--- config.mk ---
export PLATFORM = sky130hd
export DESIGN_NAME = rtc_alarm_flags
export DESIGN_NICKNAME = d
export VERILOG_FILES = /design/src/rtl/rtc_alarm_flags.sv
export SDC_FILE = /design/constraint.sdc
export NUM_CORES = 1
export LEC_CHECK = 0
export ABC_AREA = 1
export BUFFER_PORTS_ARGS = -buffer_cell sky130_fd_sc_hd__buf_2
export CAP_MARGIN = 20
export CORE_MARGIN = 3
export CORE_UTILIZATION = 30
export CTS_CLUSTER_SIZE = 10
export DETAILED_ROUTE_END_ITERATION = 8
export HOLD_SLACK_MARGIN = 0.05
export PLACE_DENSITY = 0.6
export SYNTH_ARGS = -nofsm -noshare
export SYNTH_HDL_FRONTEND = slang
export SYNTH_SLANG_ARGS = --single-unit
--- constraint.sdc ---
create_clock -name clk -period 1.55 [get_ports clk]
set_clock_uncertainty 0.1 [all_clocks]
set_input_delay 0.0775 -clock clk [delete_from_list [all_inputs] [get_ports clk]]
set_output_delay 0.0775 -clock clk [all_outputs]
set_load 0.005 [all_outputs]
--- src/rtl/rtc_alarm_flags.sv ---
module rtc_alarm_flags #(
  parameter int DW   = 8,
  parameter int NALM = 3
) (
  input  logic          clk,
  input  logic          rst_n,
  input  logic [DW-1:0] time_sec,
  input  logic [DW-1:0] time_min,
  input  logic [DW-1:0] time_hour,
  input  logic          alm_we,
  input  logic [1:0]    alm_sel,
  input  logic [DW-1:0] alm_wdata,
  input  logic          upd_done,
  input  logic          per_tick,
  input  logic          en_periodic,
  input  logic          en_alarm,
  input  logic          en_update,
  input  logic          flag_rd,
  output logic [DW-1:0] flag_rdata,
  output logic          irq
);
  localparam int PADW = DW - 4;

  logic [DW-1:0]   alm [NALM];
  logic [DW-1:0]   tv  [NALM];
  logic [NALM-1:0] fmatch;
  logic            hit, pf, af, uf;

  assign tv[0] = time_sec;
  assign tv[1] = time_min;
  assign tv[2] = time_hour;

  for (genvar g = 0; g < NALM; g++) begin : g_cmp
    assign fmatch[g] = (alm[g][DW-1:DW-2] == 2'b11) || (alm[g] == tv[g]);
  end

  assign hit = upd_done && (&fmatch);

  always_ff @(posedge clk) begin
    if (!rst_n) begin
      for (int i = 0; i < NALM; i++) alm[i] <= '0;
    end else if (alm_we && (int'(alm_sel) < NALM)) begin
      alm[alm_sel] <= alm_wdata;
    end
  end

  always_ff @(posedge clk) begin
    if (!rst_n) begin
      pf <= 1'b0;
      af <= 1'b0;
      uf <= 1'b0;
    end else begin
      pf <= per_tick | (pf & ~flag_rd);
      af <= hit      | (af & ~flag_rd);
      uf <= upd_done | (uf & ~flag_rd);
    end
  end

  assign irq        = (pf & en_periodic) | (af & en_alarm) | (uf & en_update);
  assign flag_rdata = {irq, pf, af, uf, {PADW{1'b0}}};

  p_uf_set_r2: assert property (@(posedge clk) disable iff (!rst_n)
    upd_done |=> flag_rdata[4]);

  p_pf_set_r3: assert property (@(posedge clk) disable iff (!rst_n)
    per_tick |=> flag_rdata[6]);

  p_wild_r5: assert property (@(posedge clk) disable iff (!rst_n)
    (upd_done && alm[0][DW-1:DW-2] == 2'b11 && alm[1][DW-1:DW-2] == 2'b11
     && alm[2][DW-1:DW-2] == 2'b11) |=> flag_rdata[5]);

  p_read_clears_r8: assert property (@(posedge clk) disable iff (!rst_n)
    (flag_rd && !upd_done && !per_tick) |=> (flag_rdata == '0 && !irq));

  p_af_needs_update_r10: assert property (@(posedge clk) disable iff (!rst_n)
    $rose(flag_rdata[5]) |-> $past(upd_done));

  p_no_enable_quiet_r11: assert property (@(posedge clk) disable iff (!rst_n)
    (!en_periodic && !en_alarm && !en_update) |-> !irq);
endmodule

==> key figures, run 1 <==
Timing
  • Tmin final: 1.390 ns
  • Fin worst setup slack: 0.1599 ns
  • RSZ-0062 raised after global routing: false
  • Final Max Slew Viols: 0
  • Tcrit/Tclk final: 0.8969
  • Highest Clock Rate: 0.7194 GHz
  • Final hold vios: 0
  • Setup TNS: 0 ns
  • Final setup vio count: 0

Logic synthesis
  • Syn_area_per_cell: 8.092 sq um
  • Mapped Cells: 186
  • Yosys reg bits: 27
  • Area contributors post-synth: edfxtp_1 (48%), nand2_1 (15%), nor2_1 (8.7%)
  • Area fraction of the dominant cell type after synthesis: 0.4788
  • Synth cell types: 13
  • Yosys top cell by area: edfxtp_1
  • Register area share after synthesis: 0.5187
  • Synthesized area: 0.001505 sq mm
  • Ys Warns: 0

Clock network
  • Clk root buf: clkbuf_8
  • CTS Buffer Depth: 2
  • H-tree Lvls: 1
  • CTS buffer count: 3
  • Clock Sinks: 27
  • Clk slew on worst S/H paths: 0.09 ns
  • Worst-Skew Late Latency: 0.27 ns
  • TritonCTS clock tree: built

Global route
  • M2 GR Usage: 0.1855
  • Gr usage total: 0.1009
  • Total gr overflow: 0
  • GRT met1 Usage: 0.1146
  • Number of global-route vias before repair: 1153
  • Initial antenna violation count: 0
  • Pin count of the biggest net entering global routing: 15
  • First-pass GRT wire length: 4740 microns
  • Met3 Use GR: 0.01174
  • Busiest grt layer: met2

Layout
  • Layout cell share with drive strength beyond 1: 0.2397
  • Final #Nets: 286
  • Post-Route Utilization: 0.3997
  • Leading cell type in the layout, fill and taps excluded: nand2_1
  • Final cell count without fillers: 309
  • Commonest cells after routing, fill and taps aside: nand2_1 (59), buf_2 (47), nor2_1 (35)
  • N_diodes: 0
  • Area growth from synthesis to layout: 27.10%

Critical path
  • Worst setup path startpoint: flag_rd
  • FF-to-FF End: af$_SDFF_PN0_
  • Setup crit end kind: register
  • CP endpoint: pf$_SDFF_PN0_
  • Worst path depth: 6
  • Ordered cell list for the critical path: dlygate4sd3_1 > buf_2 > inv_1 > a21oi_1 > dlygate4sd3_1 > nor2_1
  • Largest delay contributor family on the critical path: buffers and inverters
  • CP max-delay cell: dlygate4sd3_1
  • Worst path required time: 1.62 ns
  • CP Data Arrival Time: 1.46 ns
  • Max FO, Critical Path: 2
  • R2r setup slk: 0.26 ns
  • Crit path buf inv count: 4
  • CP Launch Type: input pin
  • WS Path Type: in -> reg
  • Worst reg2reg path depth: 9
  • CP peak stage delay: 0.55 ns
  • Most Frequent Cell on Critical Path: dlygate4sd3_1
  • Reg2reg start: alm[0][6]$_SDFFCE_PN0P_

Floorplan
  • Core ar.: 0.004786 sq mm
  • Die Span X: 76.83 microns
  • Num ports: 52
  • Die Footprint: 0.005903 sq mm
  • Starting Density: 0.3145
  • Chip height: 76.83 microns
  • Site Rows: 25

Route
  • First DRT Iteration DRCs: 28
  • Via count: 1220
  • Drt total wl: 2907 microns
  • Final ANT Viol Nets: 0
  • Avg WL per Cell: 9.408 microns
  • Pre-Repair DR Iteration Count: 4
  • Via density: 3.948
  • Residual DRC: 0

Power and ir drop
  • Sw Ratio: 0.2346
  • PD cells: 782.3 mW/mm^2
  • Psw: 0.0003511 W
  • Pleak: 0.9663 nW
  • Comb power frac: 0.161
  • Clock Power Share: 0.260
  • Int Pwr: 0.001146 W
  • Sequential share of power: 0.579
  • Worst VDD drop: 0.3659 mV

Min path
  • Worst hold path class: in -> reg
  • Hold_sp: rst_n

Placed design
  • DP HPWL: 2430 microns
  • Dpl ws: 0.2743 ns
  • Routability cong.: 0.7836
  • Number of port buffers: 47
  • DP Cell Count: 298

Run
  • Max_cap viols: 0

Run status
  • Status: finished, final reports clean
## power groups by stage
| stage | Clock, W | Combinational [W] | Sequential [W] |
|---|---|---|---|
| 2_1_floorplan | 0 | 0.000148 | 0.000878 |
| 3_3_place_gp | 0 | 0.000226 | 0.000882 |
| 3_5_place_dp | 0 | 0.000229 | 0.000884 |
| 4_1_cts | 0.000393 | 0.000244 | 0.000867 |
| 5_1_grt | 0.000421 | 0.000274 | 0.000874 |
| 6_report | 0.000390 | 0.000241 | 0.000866 |
## worst min-delay path: cells and delay by family
family,cells,cell delay (ns)
buf+inv,2,0.25
simple gates,1,0.05
## cells in the mapped netlist
library cell and instances:
conb_1 1, nand3_1 1, edfxtp_1 24, buf_4 8
nand2_1 59, nor2_1 35, xnor2_1 14, inv_1 34
dfxtp_1 3, a21oi_1 2, nand2_2 1, nor2_2 1
nand3_2 3
## worst min path at each step
stage / slack, ns / cells after the start / end
after CTS: 0.05 / 3 / alm[1][0]$_SDFFCE_PN0P_
after detailed placement: 0.20 / 3 / pf$_SDFF_PN0_
after floorplan: 0.09 / 2 / pf$_SDFF_PN0_
final: 0.05 / 3 / pf$_SDFF_PN0_
after global placement: 0.19 / 3 / pf$_SDFF_PN0_
after global routing: 0.05 / 3 / alm[2][6]$_SDFFCE_PN0P_
## per-stage QoR
step / total power, W / instance area (sq um) / hold slack, ns
2_1_floorplan: 0.001026 / 1516 / 0.09493
3_3_place_gp: 0.001108 / 1798 / 0.1897
3_5_place_dp: 0.001113 / 1798 / 0.1977
4_1_cts: 0.001504 / 1913 / 0.05113
5_1_grt: 0.001569 / 1913 / 0.05203
6_report: 0.001497 / 1913 / 0.05082
## per-layer routing
metal	vias up	wire length (microns)
li1	652	-
met1	530	1228
met2	34	1462
met3	4	159
met4	0	57
met5	-	0
## registers in the layout, summed over array words and instances, names as in the netlist
register  flops
pf            1
alm          24
uf            1
af            1
## final cells by class
cell class | count | area, sq um
tap | 67 | 83.83
inverter | 34 | 127.6
clock buffer | 4 | 45.04
timing repair buffer | 57 | 327.8
fill | 497 | 2873
multi-input combinational | 120 | 548.0
sequential | 27 | 780.7
## repair_timing
item / 4_1_cts / 5_1_grt
hold buffers: 7 / 0
gates resized for setup: 0 / 0
buffers inserted: 0 / 0
hold endpoints to repair: 8 / 0
## logic make-up after synthesis
kind of cell / synth area share
DFF: 0.5187
other: 0.002491
and+or+nand+nor: 0.2660
AOI/OAI and AO/OA: 0.006650
xor gates and xnor gates: 0.08146
buffers and inverters: 0.1247
Power figures use the tool's default switching activity.
==> run 2: changes to the inputs <==
CORE_ASPECT_RATIO = 2   (was default)
==> key figures, run 2 (synthesis results as in run 1) <==
Critical path
  • CP Launch Type: register
  • R2r setup slk: 0.28 ns (+0.02 ns)
  • FF-to-FF End: af$_SDFF_PN0_
  • Worst path required time: 1.65 ns (+0.03 ns)
  • CP Data Arrival Time: 1.38 ns (-0.08 ns)
  • CP peak stage delay: 0.40 ns (-0.15 ns)
  • Ordered cell list for the critical path: xnor2_1 > nand2_1 > nor2_1 > nand2_1 > nand2_1 > nand2_1 > nor2_1 > nor2_1 > nor2_1
  • Reg2reg start: alm[0][6]$_SDFFCE_PN0P_
  • Setup crit end kind: register
  • Max FO, Critical Path: 2 (unchanged)
  • WS Path Type: reg -> reg
  • Worst reg2reg path depth: 9 (unchanged)
  • CP max-delay cell: edfxtp_1

Route
  • Final ANT Viol Nets: 0 (unchanged)
  • Top Layer Used: met4
  • Residual DRC: 0 (unchanged)
  • Metal-1 WL: 960 microns (-22%)
  • Met3 WL: 135 microns (-15%)
  • Met2 routed WL: 1861 microns (+27%)
  • First DRT Iteration DRCs: 64 (+130%)
  • Via count: 1202 (-1.5%)
  • Drt total wl: 3001 microns (+3.2%)
  • Via density: 4.088 (+3.6%)
  • Avg WL per Cell: 10.21 microns (+8.5%)
  • Pre-Repair DR Iteration Count: 4 (unchanged)

Global route
  • Total gr overflow: 0 (unchanged)
  • Number of global-route vias before repair: 1167 (+1.2%)
  • Gr usage total: 0.1041 (+0.003138)
  • Pin count of the biggest net entering global routing: 15 (unchanged)
  • Initial antenna violation count: 0 (unchanged)
  • First-pass GRT wire length: 4850 microns (+2.3%)

Layout
  • Area growth from synthesis to layout: 24.11%
  • N_diodes: 0 (unchanged)
  • Leading cell type in the layout, fill and taps excluded: nand2_1
  • Final #Nets: 283 (-1.0%)
  • Max FFs per register: 24 (unchanged)
  • # fillers: 511 (+2.8%)
  • Layout cell share with drive strength beyond 1: 0.2427 (+0.003008)
  • Commonest cells after routing, fill and taps aside: nand2_1 (59), buf_2 (47), nor2_1 (35)
  • Reg with most FFs: alm

Clock network
  • Worst-Skew Late Latency: 0.26 ns (about the same)
  • TritonCTS clock tree: built
  • Clk slew on worst S/H paths: 0.09 ns (about the same)
  • Post-CTS setup buffers: 0 (unchanged)
  • Clock Sinks: 27 (unchanged)
  • H-tree Lvls: 1 (unchanged)
  • CTS buffer count: 3 (unchanged)
  • Clk root buf: clkbuf_8
  • CTS Buffer Depth: 2 (unchanged)

Timing
  • Highest Clock Rate: 0.7843 GHz (+9.0%)
  • Fin worst setup slack: 0.2750 ns (+0.1151 ns)
  • Tmin final: 1.275 ns (-0.1151 ns)
  • Final hold vios: 0 (unchanged)
  • RSZ-0062 raised after global routing: false
  • Tcrit/Tclk final: 0.8226 (-0.07428)
  • Setup TNS: 0 ns (unchanged)
  • Final Max Slew Viols: 0 (unchanged)
  • Final setup vio count: 0 (unchanged)

Floorplan
  • Starting Density: 0.3183 (+0.003744)
  • Core ar.: 0.004730 sq mm (-1.2%)
  • Num ports: 52 (unchanged)
  • Chip height: 106.2 microns (+38%)
  • Site Rows: 35 (+40%)
  • Die Footprint: 0.005955 sq mm (+0.88%)
  • Die Span X: 56.09 microns (-27%)

Power and ir drop
  • Pleak: 0.9533 nW (-1.3%)
  • PD cells: 790.2 mW/mm^2 (+1.0%)
  • PnR Total Power: 0.001476 W (-1.4%)
  • Worst VDD drop: 0.4398 mV (+20%)

Min path
  • Hold_sp: rst_n
  • Worst hold path class: in -> reg
  • Worst Hold Path EP: pf$_SDFF_PN0_
  • Worst hold path stage count: 3 (unchanged)

Placed design
  • Dpl ws: 0.2955 ns (+0.02120 ns)
  • Routability cong.: 0.7603 (-3.0%)
  • Number of port buffers: 47 (unchanged)
  • DP HPWL: 2553 microns (+5.1%)

Run status
  • Status: finished, final reports clean

Run
  • Max_cap viols: 0 (unchanged)
==> run 2: cell types whose count changed in the layout (fill, tap and decap cells not counted), sizes merged <==
cell         previous run  this run
dlygate4sd3             7         4
==> run 2: timing repair <==
item	in CTS	in global routing
endpoints found under the hold margin	4	0
resized for setup	0	0
hold buffers	4	0
==> run 2: worst max-delay path: cells and delay by family (launching register included) <==
kind,cells,cell delay [ns]
flops,1,0.40
xor+xnor,1,0.17
simple gates,8,0.53
==> run 2: metal layers <==
metal,vias up,track usage
met5,-,0
met4,0,0.03565
met3,2,0.01458
met2,30,0.2286
met1,523,0.08576
li1,647,-
==> run 2: final cells by class <==
class                      instances  area (sq um)  area share
timing repair buffer              54         297.8      0.1594
clock buffer                       4         45.04     0.02411
sequential                        27         780.7      0.4180
tap                               55         68.82     0.03684
inverter                          34         127.6     0.06832
multi-input combinational        120         548.0      0.2934
==> run 2: metrics by stage <==
step | std cells | utilization | hold slack, ns | cell area, sq um
after floorplan | 189 | - | 0.09493 | 1516
after global placement | 286 | 0.3770 | 0.1900 | 1783
after detailed placement | 286 | 0.3770 | 0.1936 | 1783
after CTS | 294 | 0.3950 | 0.05474 | 1868
after global routing | 294 | 0.3950 | 0.07421 | 1868
final | 294 | 0.3950 | 0.05736 | 1868
==> run 2: power by group <==
part	leakage, nW	switching, W	total, W	internal, W
sequential	0.257	0.0000246	0.000866	0.000842
combinational	0.674	0.000120	0.000234	0.000115
clock	0.0228	0.000192	0.000375	0.000183
==> run 2: how the worst max path moves through the flow <==
stage	slack (ns)	to	startpoint	cells past startpoint
after floorplan	0.41	af$_SDFF_PN0_	alm[2][6]$_SDFFCE_PN0P_	9
after global placement	0.31	af$_SDFF_PN0_	alm[0][6]$_SDFFCE_PN0P_	9
after detailed placement	0.30	af$_SDFF_PN0_	alm[0][6]$_SDFFCE_PN0P_	9
after CTS	0.27	af$_SDFF_PN0_	alm[0][6]$_SDFFCE_PN0P_	9
after global routing	0.07	af$_SDFF_PN0_	alm[2][0]$_SDFFCE_PN0P_	11
final	0.28	af$_SDFF_PN0_	alm[0][6]$_SDFFCE_PN0P_	9
